[src/rtl/wgate_pkg.sv]
package wgate_pkg;

   // Host pins after sampling; order fixes the synchronizer bit layout.
   typedef struct packed {
      logic pwr_ok;
      logic oe_n;
      logic ce_n;
      logic we_n;
   } pin_vec_t;

   localparam int unsigned PIN_W = $bits(pin_vec_t);

   // Idle values loaded into the synchronizer on reset: supply bad, pins high.
   localparam pin_vec_t PIN_IDLE = '{pwr_ok: 1'b0, oe_n: 1'b1, ce_n: 1'b1, we_n: 1'b1};

   // Bits needed for a counter that runs 0 .. n-1.
   function automatic int unsigned cnt_w(input int unsigned n);
      return (n < 2) ? 1 : $clog2(n);
   endfunction

endpackage

[src/rtl/wgate_sync.sv]
module wgate_sync #(
   parameter int unsigned          W       = 4,
   parameter int unsigned          STAGES  = 2,
   parameter logic [W-1:0]         RST_VAL = '0
) (
   input  logic         clk,
   input  logic         rst_n,
   input  logic [W-1:0] d,
   output logic [W-1:0] q
);

   if (STAGES < 1) begin : g_bad_stages
      $error("wgate_sync: STAGES must be at least 1");
   end

   logic [STAGES-1:0][W-1:0] stg;

   if (STAGES == 1) begin : g_one
      always_ff @(posedge clk or negedge rst_n) begin
         if (!rst_n) stg <= RST_VAL;
         else        stg <= d;
      end
   end else begin : g_chain
      always_ff @(posedge clk or negedge rst_n) begin
         if (!rst_n) stg <= {STAGES{RST_VAL}};
         else        stg <= {stg[STAGES-2:0], d};
      end
   end

   assign q = stg[STAGES-1];

endmodule

[src/rtl/wgate_glitch.sv]
module wgate_glitch
   import wgate_pkg::*;
#(
   parameter int unsigned MIN_LOW = 3
) (
   input  logic clk,
   input  logic rst_n,
   input  logic in_n,
   output logic out_n
);

   if (MIN_LOW < 1) begin : g_bad_min
      $error("wgate_glitch: MIN_LOW must be at least 1");
   end

   if (MIN_LOW == 1) begin : g_pass
      always_ff @(posedge clk or negedge rst_n) begin
         if (!rst_n) out_n <= 1'b1;
         else        out_n <= in_n;
      end
   end else begin : g_count
      localparam int unsigned    CW   = cnt_w(MIN_LOW);
      localparam logic [CW-1:0]  LAST = CW'(MIN_LOW - 1);
      logic [CW-1:0] low_cnt;

      always_ff @(posedge clk or negedge rst_n) begin
         if (!rst_n) begin
            low_cnt <= '0;
            out_n   <= 1'b1;
         end else if (in_n) begin
            low_cnt <= '0;
            out_n   <= 1'b1;
         end else if (low_cnt == LAST) begin
            out_n   <= 1'b0;
         end else begin
            low_cnt <= low_cnt + 1'b1;
         end
      end
   end

   // a high sample releases the filtered strobe on the next edge
   p_release_r5: assert property (@(posedge clk) disable iff (!rst_n)
      in_n |=> out_n);

   // the filtered strobe only falls after a low sample
   p_fall_needs_low_r5: assert property (@(posedge clk) disable iff (!rst_n)
      $fell(out_n) |-> $past(!in_n));

endmodule

[src/rtl/wgate_holdoff.sv]
module wgate_holdoff
   import wgate_pkg::*;
#(
   parameter int unsigned HOLD_CYC = 16
) (
   input  logic clk,
   input  logic rst_n,
   input  logic pwr_ok,
   output logic ready
);

   if (HOLD_CYC == 0) begin : g_none
      always_ff @(posedge clk or negedge rst_n) begin
         if (!rst_n) ready <= 1'b0;
         else        ready <= pwr_ok;
      end
   end else begin : g_timer
      localparam int unsigned   CW   = cnt_w(HOLD_CYC);
      localparam logic [CW-1:0] LAST = CW'(HOLD_CYC - 1);
      logic [CW-1:0] hold_cnt;

      always_ff @(posedge clk or negedge rst_n) begin
         if (!rst_n) begin
            hold_cnt <= '0;
            ready    <= 1'b0;
         end else if (!pwr_ok) begin
            hold_cnt <= '0;
            ready    <= 1'b0;
         end else if (!ready) begin
            if (hold_cnt == LAST) ready    <= 1'b1;
            else                  hold_cnt <= hold_cnt + 1'b1;
         end
      end
   end

   // a bad supply sample clears readiness on the next edge
   p_drop_clears_r2: assert property (@(posedge clk) disable iff (!rst_n)
      !pwr_ok |=> !ready);

   // readiness only appears while the supply is good
   p_rise_needs_supply_r3: assert property (@(posedge clk) disable iff (!rst_n)
      $rose(ready) |-> $past(pwr_ok));

endmodule

[src/rtl/write_gate.sv]
module write_gate
   import wgate_pkg::*;
#(
   parameter int unsigned SYNC_STAGES = 2,
   parameter int unsigned MIN_LOW_CYC = 3,
   parameter int unsigned HOLD_CYC    = 1_000_000
) (
   input  logic clk,
   input  logic rst_n,
   input  logic pwr_ok_i,
   input  logic ce_n_i,
   input  logic oe_n_i,
   input  logic we_n_i,
   output logic addr_latch_o,
   output logic data_latch_o,
   output logic wr_cycle_o
);

   localparam int unsigned NSTRB = 2;

   if (SYNC_STAGES < 1) begin : g_bad_sync
      $error("write_gate: SYNC_STAGES must be at least 1");
   end
   if (MIN_LOW_CYC < 1) begin : g_bad_low
      $error("write_gate: MIN_LOW_CYC must be at least 1");
   end

   // ---------------- sampling ----------------
   pin_vec_t         raw_pins;
   pin_vec_t         syn_pins;
   logic [PIN_W-1:0] syn_bits;

   assign raw_pins = '{pwr_ok: pwr_ok_i, oe_n: oe_n_i, ce_n: ce_n_i, we_n: we_n_i};

   wgate_sync #(
      .W       (PIN_W),
      .STAGES  (SYNC_STAGES),
      .RST_VAL (PIN_IDLE)
   ) u_sync (
      .clk   (clk),
      .rst_n (rst_n),
      .d     (raw_pins),
      .q     (syn_bits)
   );

   assign syn_pins = pin_vec_t'(syn_bits);

   // ---------------- strobe filters ----------------
   logic [NSTRB-1:0] strb_syn;
   logic [NSTRB-1:0] strb_flt;

   assign strb_syn = {syn_pins.ce_n, syn_pins.we_n};

   for (genvar k = 0; k < NSTRB; k++) begin : g_flt
      wgate_glitch #(
         .MIN_LOW (MIN_LOW_CYC)
      ) u_flt (
         .clk   (clk),
         .rst_n (rst_n),
         .in_n  (strb_syn[k]),
         .out_n (strb_flt[k])
      );
   end

   // ---------------- power-on hold-off ----------------
   logic ready;

   wgate_holdoff #(
      .HOLD_CYC (HOLD_CYC)
   ) u_hold (
      .clk    (clk),
      .rst_n  (rst_n),
      .pwr_ok (syn_pins.pwr_ok),
      .ready  (ready)
   );

   // ---------------- write qualification ----------------
   logic both_low, both_low_d, any_high, permit, fresh_start;
   logic cycle_q, addr_q, data_q;

   assign both_low    = ~|strb_flt;
   assign any_high    = |strb_flt;
   assign permit      = ready & syn_pins.oe_n;
   assign fresh_start = both_low & ~both_low_d & permit;

   always_ff @(posedge clk or negedge rst_n) begin
      if (!rst_n) begin
         both_low_d <= 1'b0;
         cycle_q    <= 1'b0;
         addr_q     <= 1'b0;
         data_q     <= 1'b0;
      end else begin
         both_low_d <= both_low;
         addr_q     <= fresh_start;
         data_q     <= 1'b0;
         if (cycle_q) begin
            if (!permit) begin
               cycle_q <= 1'b0;
            end else if (any_high) begin
               cycle_q <= 1'b0;
               data_q  <= 1'b1;
            end
         end else if (fresh_start) begin
            cycle_q <= 1'b1;
         end
      end
   end

   assign addr_latch_o = addr_q;
   assign data_latch_o = data_q;
   assign wr_cycle_o   = cycle_q;

   // address capture is a single-cycle pulse
   p_addr_single_r6: assert property (@(posedge clk) disable iff (!rst_n)
      addr_latch_o |=> !addr_latch_o);

   // no address capture while the hold-off has not expired
   p_addr_blocked_r3: assert property (@(posedge clk) disable iff (!rst_n)
      !ready |=> !addr_latch_o);

   // no address capture while output enable is asserted
   p_addr_oe_r4: assert property (@(posedge clk) disable iff (!rst_n)
      !syn_pins.oe_n |=> !addr_latch_o);

   // data capture only closes a cycle that was open
   p_data_in_cycle_r7: assert property (@(posedge clk) disable iff (!rst_n)
      data_latch_o |-> $past(wr_cycle_o));

   // the flag rises with the address pulse and is down on the data pulse
   p_flag_open_r8: assert property (@(posedge clk) disable iff (!rst_n)
      addr_latch_o |-> wr_cycle_o);
   p_flag_close_r8: assert property (@(posedge clk) disable iff (!rst_n)
      data_latch_o |-> !wr_cycle_o);

endmodule

[config.mk]
export PLATFORM = sky130hd
export DESIGN_NAME = write_gate
export DESIGN_NICKNAME = d
export VERILOG_FILES = /design/src/rtl/wgate_pkg.sv /design/src/rtl/wgate_sync.sv /design/src/rtl/wgate_glitch.sv /design/src/rtl/wgate_holdoff.sv /design/src/rtl/write_gate.sv
export SDC_FILE = /design/constraint.sdc
export NUM_CORES = 1
export LEC_CHECK = 0
export ABC_AREA = 1
export BUFFER_PORTS_ARGS = -buffer_cell sky130_fd_sc_hd__buf_4
export CAP_MARGIN = 20
export CORE_MARGIN = 1
export CORE_UTILIZATION = 60
export DETAILED_ROUTE_END_ITERATION = 7
export GPL_ROUTABILITY_DRIVEN = 0
export PLACE_DENSITY = 0.78
export SYNTH_ARGS = -nofsm -noshare
export SYNTH_HDL_FRONTEND = slang
export SYNTH_SLANG_ARGS = --single-unit
[constraint.sdc]
create_clock -name clk -period 3.75 [get_ports clk]
set_input_delay 0.5625 -clock clk [delete_from_list [all_inputs] [get_ports clk]]
set_output_delay 0.5625 -clock clk [all_outputs]
set_load 0.02 [all_outputs]
==> metrics.sh, run 1 <==
CLOCKBUFFERDEPTH=2
HTREE_LEVELS=2
ROW_COUNT=20
WIRELENGTH_MM=3.53
COMBINATIONALPOWERSHARE_PCT=8.2
TIMING.MAX_SLEW.REL_SLACK_PCT=43.0
VIA_PER_INST=5.14
PWR_DENSITY_CELL_nW_PER_UM2=360
NETLIST_AREA_UM2=1990
FINAL_ANTENNA_NET_COUNT=0
INSERTEDDIODECOUNT=0
GRT_OVERFLOW_TOTAL=0
SYNTH.YOSYS.SEQ_AREA_SHARE_PCT=49.5
CLOCK_SINK_COUNT=39
CLOCKPOWERSHARE_PCT=30.6
IR_WORST_VDD_mV=0.323
TIMING.MAX_CAP.VIOLATIONS=0
FINAL_LAYOUT_SETUP_TOTAL_NEGATIVE_SLACK_NS=0
DIE_H_UM=59.6
TIGHTESTPINTRANSITION_NS=0.853
AREAGROWTHSYNTHTOFINISH_PCT=6.85
HPWL_MM=2.50
PATH_COMMON_CELL='sky130_fd_sc_hd__nand2_1'
FLOORPLAN.DIE_AREA_UM2=3550
UNREPAIRED_SETUP_ENDPOINTS_AFTER_GLOBAL_ROUTING='false'
ANTENNA_FOUND_INITIAL=0
MIN_PERIOD_OVER_PERIOD_PCT=54.6
TIMING.CRITICAL_PATH.CELLS='ha_1 > nand2_1 > inv_1 > nand2_1 > nor2_1 > nand4_1 > nand2_1 > o21ai_0'
CRITPATHCAPTURETYPE='flop'
PORT_BUFFERS=8
PATH_MAX_FANOUT=29
SYN-INSTANCE-COUNT=256
FLOORPLAN.INITIALDENSITY_PCT=64.2
NETSWITCHINGFRACTION_PCT=25.8
IO_PINS=9
HOLD_VIOLATIONS=0
REPORT.FINAL.SLEW_VIOL_COUNT=0
POST_CTS.REPAIR.SETUP_BUFFERS=0
FIRST_GLOBAL_VIAS=1379
WIRE_LENGTH_OF_THE_FIRST_GLOBAL_ROUTING_PASS_MM=5.88
CTS_HOLD_BUFFERS=0
CRIT_PATH_MAX_INCR_DELAY_NS=0.66
FINALNETCOUNT=273
NETSWITCHINGPOWER_mW=0.198
RUN_STATUS='finished, final reports clean'
ROUTE.VIAS.TOTAL=1588
GRT.TOTAL_USAGE_PCT=23.1
DETAIL_ROUTE.WL_PER_CELL_UM=11.4
LAYOUT.CELL_AREA.NON_FILLER_UM2=2130
CRITICAL_PATH_AT_NS=2.27
DRT-INITIAL-DRC-COUNT=120
WORST-ENDPOINT-REQUIRED_NS=3.97
DRT_PRE_ANTENNA_ITERS=4
CTS_TREE='built'
CLK_ROOT_BUFFER_CELL='sky130_fd_sc_hd__clkbuf_4'
YS_TYPES=22
WORSTSKEWPAIRLATENCY_NS=0.36
PATH_CLK_SLEW_NS=0.12
TIMING.CLOCK.SKEW_NS=0.0120
DPL-INSTANCE-AREA_UM2=2060
SYNTH_NETS=265
YOSYS_WARNINGS=0
CTS-BUFFERS-INSERTED=5
FINAL-SETUP-VIOL-COUNT=0
POST_CTS_RESIZED=0
CRITICAL_PATH.SLOWEST_CELL='sky130_fd_sc_hd__nand2_1'
INTPOWER_mW=0.569
HP-CLASS='in -> async'
FMAX_MHz=488
LEAKAGEPOWER_nW=1.01
PERIOD_MINUS_SLACK_NS=2.05
YOSYS_REGISTER_BITS=39
SYN_AVG_CELL_AREA_UM2=7.78
DRC=0
SEQUENTIALPOWERSHARE_PCT=61.2
STARTPOINT_TO_ENDPOINT_CLASS_OF_THE_CRITICAL_PATH='reg -> reg'
DRIVE_ABOVE_1_SHARE_PCT=10.2
CORE-AREA_UM2=3100
CP-START-KIND='flop'
GRT_START_MAX_NET_PINS=40
DIEWIDTH_UM=59.6
-- layout by cell type, fill, tap and decap left out --
| cell | netlist | layout |
|---|---|---|
| sky130_fd_sc_hd__nand2_1 | 86 | 86 |
| sky130_fd_sc_hd__dfrtp_1 | 31 | 31 |
| sky130_fd_sc_hd__nor2_1 | 30 | 30 |
| sky130_fd_sc_hd__inv_1 | 26 | 26 |
| sky130_fd_sc_hd__nand3_1 | 26 | 26 |
| sky130_fd_sc_hd__dfstp_2 | 8 | 8 |
| sky130_fd_sc_hd__buf_4 | 0 | 8 |
| sky130_fd_sc_hd__nand3b_1 | 6 | 6 |
| sky130_fd_sc_hd__nand4_1 | 5 | 5 |
| sky130_fd_sc_hd__o21ai_1 | 5 | 5 |
| sky130_fd_sc_hd__o21ai_0 | 5 | 5 |
| sky130_fd_sc_hd__xor2_1 | 5 | 5 |
| sky130_fd_sc_hd__clkbuf_4 | 0 | 5 |
| sky130_fd_sc_hd__o21bai_1 | 4 | 4 |
| sky130_fd_sc_hd__ha_1 | 3 | 3 |
| sky130_fd_sc_hd__nor2_2 | 2 | 2 |
| sky130_fd_sc_hd__o31ai_1 | 2 | 2 |
| sky130_fd_sc_hd__xnor2_1 | 2 | 2 |
| sky130_fd_sc_hd__inv_2 | 1 | 1 |
| sky130_fd_sc_hd__nor3_1 | 1 | 1 |
| sky130_fd_sc_hd__a21oi_1 | 1 | 1 |
| sky130_fd_sc_hd__clkbuf_8 | 0 | 1 |
| sky130_fd_sc_hd__clkinvlp_4 | 0 | 1 |
| sky130_fd_sc_hd__clkinv_4 | 0 | 1 |
-- per-layer routing --
| layer | vias up | share of wire [%] | wire length, µm | track usage, % |
|---|---|---|---|---|
| li1 | 826 | - | - | - |
| met1 | 711 | 49 | 1720 | 30.4 |
| met2 | 46 | 45 | 1580 | 35.5 |
| met3 | 5 | 4.9 | 174 | 6.55 |
| met4 | 0 | 1.7 | 61 | 10.3 |
| met5 | - | 0 | 0 | 0 |
-- Yosys cell counts --
| library cell | count | area, µm² |
|---|---|---|
| sky130_fd_sc_hd__nor3_1 | 1 | 5.00 |
| sky130_fd_sc_hd__buf_6 | 2 | 22.5 |
| sky130_fd_sc_hd__nand3_1 | 26 | 130 |
| sky130_fd_sc_hd__o21ai_1 | 5 | 25.0 |
| sky130_fd_sc_hd__nand4_1 | 5 | 31.3 |
| sky130_fd_sc_hd__xnor2_1 | 2 | 17.5 |
| sky130_fd_sc_hd__inv_2 | 1 | 3.75 |
| sky130_fd_sc_hd__nand2_1 | 86 | 323 |
| sky130_fd_sc_hd__a21oi_1 | 1 | 5.00 |
| sky130_fd_sc_hd__inv_1 | 26 | 97.6 |
| sky130_fd_sc_hd__nor2_2 | 2 | 12.5 |
| sky130_fd_sc_hd__dfrtp_1 | 31 | 776 |
| sky130_fd_sc_hd__buf_1 | 1 | 3.75 |
| sky130_fd_sc_hd__buf_2 | 4 | 20.0 |
| sky130_fd_sc_hd__ha_1 | 3 | 37.5 |
| sky130_fd_sc_hd__nand3b_1 | 6 | 45.0 |
| sky130_fd_sc_hd__dfstp_2 | 8 | 210 |
| sky130_fd_sc_hd__o31ai_1 | 2 | 15.0 |
| sky130_fd_sc_hd__o21ai_0 | 5 | 25.0 |
| sky130_fd_sc_hd__xor2_1 | 5 | 43.8 |
| sky130_fd_sc_hd__o21bai_1 | 4 | 30.0 |
| sky130_fd_sc_hd__nor2_1 | 30 | 113 |
-- worst paths after layout --
kind | endpoint | slack (ns) | depth (start not counted) | from
max in group asynchronous | u_sync.stg[0] | 3.25 | 1 | rst_n
min in group clk | u_sync.stg[1] | 0.29 | 1 | ce_n_i
worst min-delay path | g_flt[1].u_flt.g_count.low_cnt[1] | 0.14 | 1 | rst_n
worst max-delay path | u_hold.g_timer.hold_cnt[13] | 1.70 | 8 | u_hold.g_timer.hold_cnt[0]
worst max register to register | u_hold.g_timer.hold_cnt[13] | 1.70 | 8 | u_hold.g_timer.hold_cnt[0]
worst min register to register | u_sync.q[2] | 0.36 | 0 | u_sync.stg[2]
-- state kept, by name, summed over array words and instances (netlist names) --
signal / cells
u_hold.g_timer.hold_cnt: 20
g_flt.u_flt.g_count.low_cnt: 4
u_sync.q: 4
u_sync.stg: 4
g_flt.u_flt.out_n: 2
addr_latch_o: 1
both_low_d: 1
data_latch_o: 1
u_hold.ready: 1
wr_cycle_o: 1
-- kinds of logic (layout without fill, tap and decap cells) --
| family | Yosys count | in the layout | synth area share (%) |
|---|---|---|---|
| xor+xnor | 7 | 7 | 3.08 |
| flops | 39 | 39 | 49.5 |
| compound gates | 17 | 17 | 5.02 |
| fa+ha+maj | 3 | 3 | 1.88 |
| simple gates | 156 | 156 | 33.1 |
| buf+inv | 34 | 43 | 7.41 |
-- critical path: cells and delay by family, from the launching register on --
kind | cells | cell delay, ns
simple gates | 5 | 1.06
flops | 1 | 0.40
buf+inv | 1 | 0.08
fa+ha+maj | 1 | 0.17
compound gates | 1 | 0.21
-- stage by stage --
stage,power [mW],worst slack (ns),hold WS [ns],cells,util (%)
2_1_floorplan,0.518,2.33,0.267,256,-
3_3_place_gp,0.539,1.78,0.333,301,66.4
3_5_place_dp,0.542,1.70,0.349,301,66.4
4_1_cts,0.775,1.68,0.156,309,68.6
5_1_grt,0.804,1.48,0.172,309,68.6
6_report,0.766,1.70,0.141,309,68.6
-- layout make-up --
type,instances,area (µm²)
tap,44,55.1
fill,282,975
sequential,39,986
inverter,27,101
clock buffer,6,51.3
multi-input combinational,183,858
timing repair buffer,8,60.1
clock inverter,2,16.3
-- power by group through the flow --
stage | logic (mW) | clock network (mW) | registers [mW]
2_1_floorplan | 0.0471 | 0 | 0.471
3_3_place_gp | 0.0625 | 0 | 0.477
3_5_place_dp | 0.0642 | 0 | 0.477
4_1_cts | 0.0646 | 0.241 | 0.470
5_1_grt | 0.0742 | 0.256 | 0.473
6_report | 0.0628 | 0.234 | 0.469
Power figures use the tool's default switching activity.
==> inputs of run 2 (changes only) <==
Clock period 3.75 ns to 1.9 ns, I/O delays scaled along.
==> metrics.sh, run 2 (synthesized netlist as in run 1, its figures left out) <==
INSERTEDDIODECOUNT=0
HOLDCRITSTARTPOINT='oe_n_i'
PATH_MAX_FANOUT=4
IO_PINS=9
CLK_ROOT_BUFFER_CELL='sky130_fd_sc_hd__clkbuf_4'
CRITICAL_PATH_AT_NS=1.88
DETAIL_ROUTE.WL_PER_CELL_UM=11.6
WORST_SETUP_PATH_STARTPOINT='u_hold.g_timer.hold_cnt[0]'
FINAL_ANTENNA_NET_COUNT=0
CTS-BUFFERS-INSERTED=5
WIRE_LENGTH_OF_THE_FIRST_GLOBAL_ROUTING_PASS_MM=6.49
ANTENNA_FOUND_INITIAL=0
DRC=0
LARGEST_REGISTER_BY_FLOP_COUNT='u_hold.g_timer.hold_cnt'
FLOORPLAN.INITIALDENSITY_PCT=64.2
LAYOUT.CELLS.MOST_COMMON_LIST='sky130_fd_sc_hd__nand2_1 (86), sky130_fd_sc_hd__dfrtp_1 (31), sky130_fd_sc_hd__nor2_1 (30)'
WORSTHOLDPATHCELLS=1
DIEWIDTH_UM=59.6
FF2FF_PATH_DEPTH=10
MIN_TO='u_sync.stg[2]'
DRT-INITIAL-DRC-COUNT=89
FINAL_LAYOUT_SETUP_TOTAL_NEGATIVE_SLACK_NS=0
TIMING.MAX_CAP.VIOLATIONS=0
FINALNETCOUNT=276
WORST-ENDPOINT-REQUIRED_NS=2.18
TOT_PWR_mW=1.51
DRIVE_ABOVE_1_SHARE_PCT=10.8
LAYOUT.FILLER_CELLS=269
CLOCKBUFFERDEPTH=2
TIMING.FINAL.WS_SETUP_NS=0.298
WIRELENGTH_MM=3.63
REGTOREGENDPOINT='u_hold.g_timer.hold_cnt[1]'
PWR_DENSITY_CELL_nW_PER_UM2=696
HPWL_MM=2.67
PATH_CLK_SLEW_NS=0.11
AREAGROWTHSYNTHTOFINISH_PCT=8.73
GRT_OVERFLOW_TOTAL=0
NETSWITCHINGPOWER_mW=0.381
SEQUENTIALPOWERSHARE_PCT=61.2
CRITPATHCAPTURETYPE='flop'
COMBINATIONALPOWERSHARE_PCT=8.9
R2R_SLACK_NS=0.30
TIMING.CLOCK.SKEW_NS=0.00983
TIMING.MAX_SLEW.REL_SLACK_PCT=68.9
FIRST_GLOBAL_VIAS=1528
POST_CTS.REPAIR.SETUP_BUFFERS=0
FINAL-SETUP-VIOL-COUNT=0
ROUTE.VIAS.TOTAL=1606
HP-CLASS='in -> reg'
NETSWITCHINGFRACTION_PCT=25.3
POST_CTS_RESIZED=0
GRT_START_MAX_NET_PINS=40
FLOORPLAN.DIE_AREA_UM2=3550
PERIOD_MINUS_SLACK_NS=1.60
ROW_COUNT=20
CORE-AREA_UM2=3100
FMAX_MHz=624
CLOCK_SINK_COUNT=39
WORSTSKEWPAIRLATENCY_NS=0.34
CP-START-KIND='flop'
LARGEST_REG_FLOPS=20
TIGHTESTPINTRANSITION_NS=0.466
MULTI_INPUT_COMB_AREA_UM2=858
COMMONEST_NON_FILL_NON_TAP_CELL_IN_THE_LAYOUT='sky130_fd_sc_hd__nand2_1'
DIE_H_UM=59.6
PORT_BUFFERS=8
FINAL-SEQ-AREA_UM2=986
UNREPAIRED_SETUP_ENDPOINTS_AFTER_GLOBAL_ROUTING='false'
INTPOWER_mW=1.13
VIA_PER_INST=5.15
REG2REG_FROM='u_hold.g_timer.hold_cnt[0]'
LEAKAGEPOWER_nW=1.02
CTS_TREE='built'
DRT_PRE_ANTENNA_ITERS=4
HTREE_LEVELS=2
FIN_UTIL_PCT=69.8
HOLD_VIOLATIONS=0
RUN_STATUS='finished, final reports clean'
GRT.TOTAL_USAGE_PCT=25.3
PRE_CTS_WS_NS=0.326
IR_WORST_VDD_mV=0.688
MIN_PERIOD_OVER_PERIOD_PCT=84.3
CLOCKPOWERSHARE_PCT=29.9
REPORT.FINAL.SLEW_VIOL_COUNT=0
STARTPOINT_TO_ENDPOINT_CLASS_OF_THE_CRITICAL_PATH='reg -> reg'
==> run 2: cell types whose count changed in the layout (fill, tap and decap cells not counted), sizes merged <==
cell / delta
buf: +2
dlygate4sd3: +1
==> run 2: worst max path at each step <==
stage	slack, ns	cells past startpoint	endpoint
floorplan	0.48	11	u_hold.g_timer.hold_cnt[8]
global placement	0.40	9	u_hold.g_timer.hold_cnt[17]
detailed placement	0.33	10	u_hold.g_timer.hold_cnt[1]
CTS	0.30	10	u_hold.g_timer.hold_cnt[1]
global route	0.11	10	u_hold.g_timer.hold_cnt[11]
finish	0.30	10	u_hold.g_timer.hold_cnt[1]
==> run 2: power by group through the flow <==
stage,sequential [mW],combinational (mW),clock (mW)
CTS,0.923,0.136,0.472
global placement,0.937,0.129,0
floorplan,0.930,0.0930,0
finish,0.923,0.134,0.450
detailed placement,0.938,0.133,0
global route,0.928,0.155,0.503
==> run 2: area by class of cell <==
type | instances | share of cell area [%]
Sequential cell | 39 | 45.5
Multi-Input combinational cell | 183 | 39.6
Inverter | 27 | 4.68
Timing Repair Buffer | 11 | 4.51
Tap cell | 44 | 2.54
Clock buffer | 6 | 2.37
Clock inverter | 2 | 0.751
==> run 2: what timing repair did <==
| action | 4_1_cts | 5_1_grt |
|---|---|---|
| endpoints found under the hold margin | 31 | 0 |
| hold buffers | 1 | 0 |
| setup endpoints to repair | 0 | 0 |
==> run 2: through the flow <==
stage	hold slack (ns)	instance area (µm²)	cells
after floorplan	-0.0106	1990	256
after global placement	0.277	2090	303
after detailed placement	0.275	2090	303
after CTS	0.0255	2170	312
after global routing	0.00278	2170	312
final	0.0461	2170	312
==> run 2: metal layers <==
| layer | global-route usage, % | wire [µm] | vias to the layer above | share of wire [%] |
|---|---|---|---|---|
| met3 | 6.77 | 178 | 4 | 4.9 |
| met2 | 41.9 | 1670 | 30 | 46 |
| met1 | 32.3 | 1730 | 739 | 48 |
| met4 | 8.31 | 46 | 0 | 1.3 |
| met5 | 0 | 0 | - | 0 |
| li1 | - | - | 833 | - |
==> run 2: worst max-delay path, stage by stage (launching register included) <==
cell and delay [ns]:
sky130_fd_sc_hd__dfrtp_1 0.43, sky130_fd_sc_hd__ha_1 0.22, sky130_fd_sc_hd__nand2_1 0.10, sky130_fd_sc_hd__inv_1 0.06
sky130_fd_sc_hd__nand2_1 0.06, sky130_fd_sc_hd__nor2_1 0.06, sky130_fd_sc_hd__nand3_1 0.07, sky130_fd_sc_hd__nand2_1 0.08
sky130_fd_sc_hd__nor2_1 0.28, sky130_fd_sc_hd__nand2_1 0.10, sky130_fd_sc_hd__nand2_1 0.08
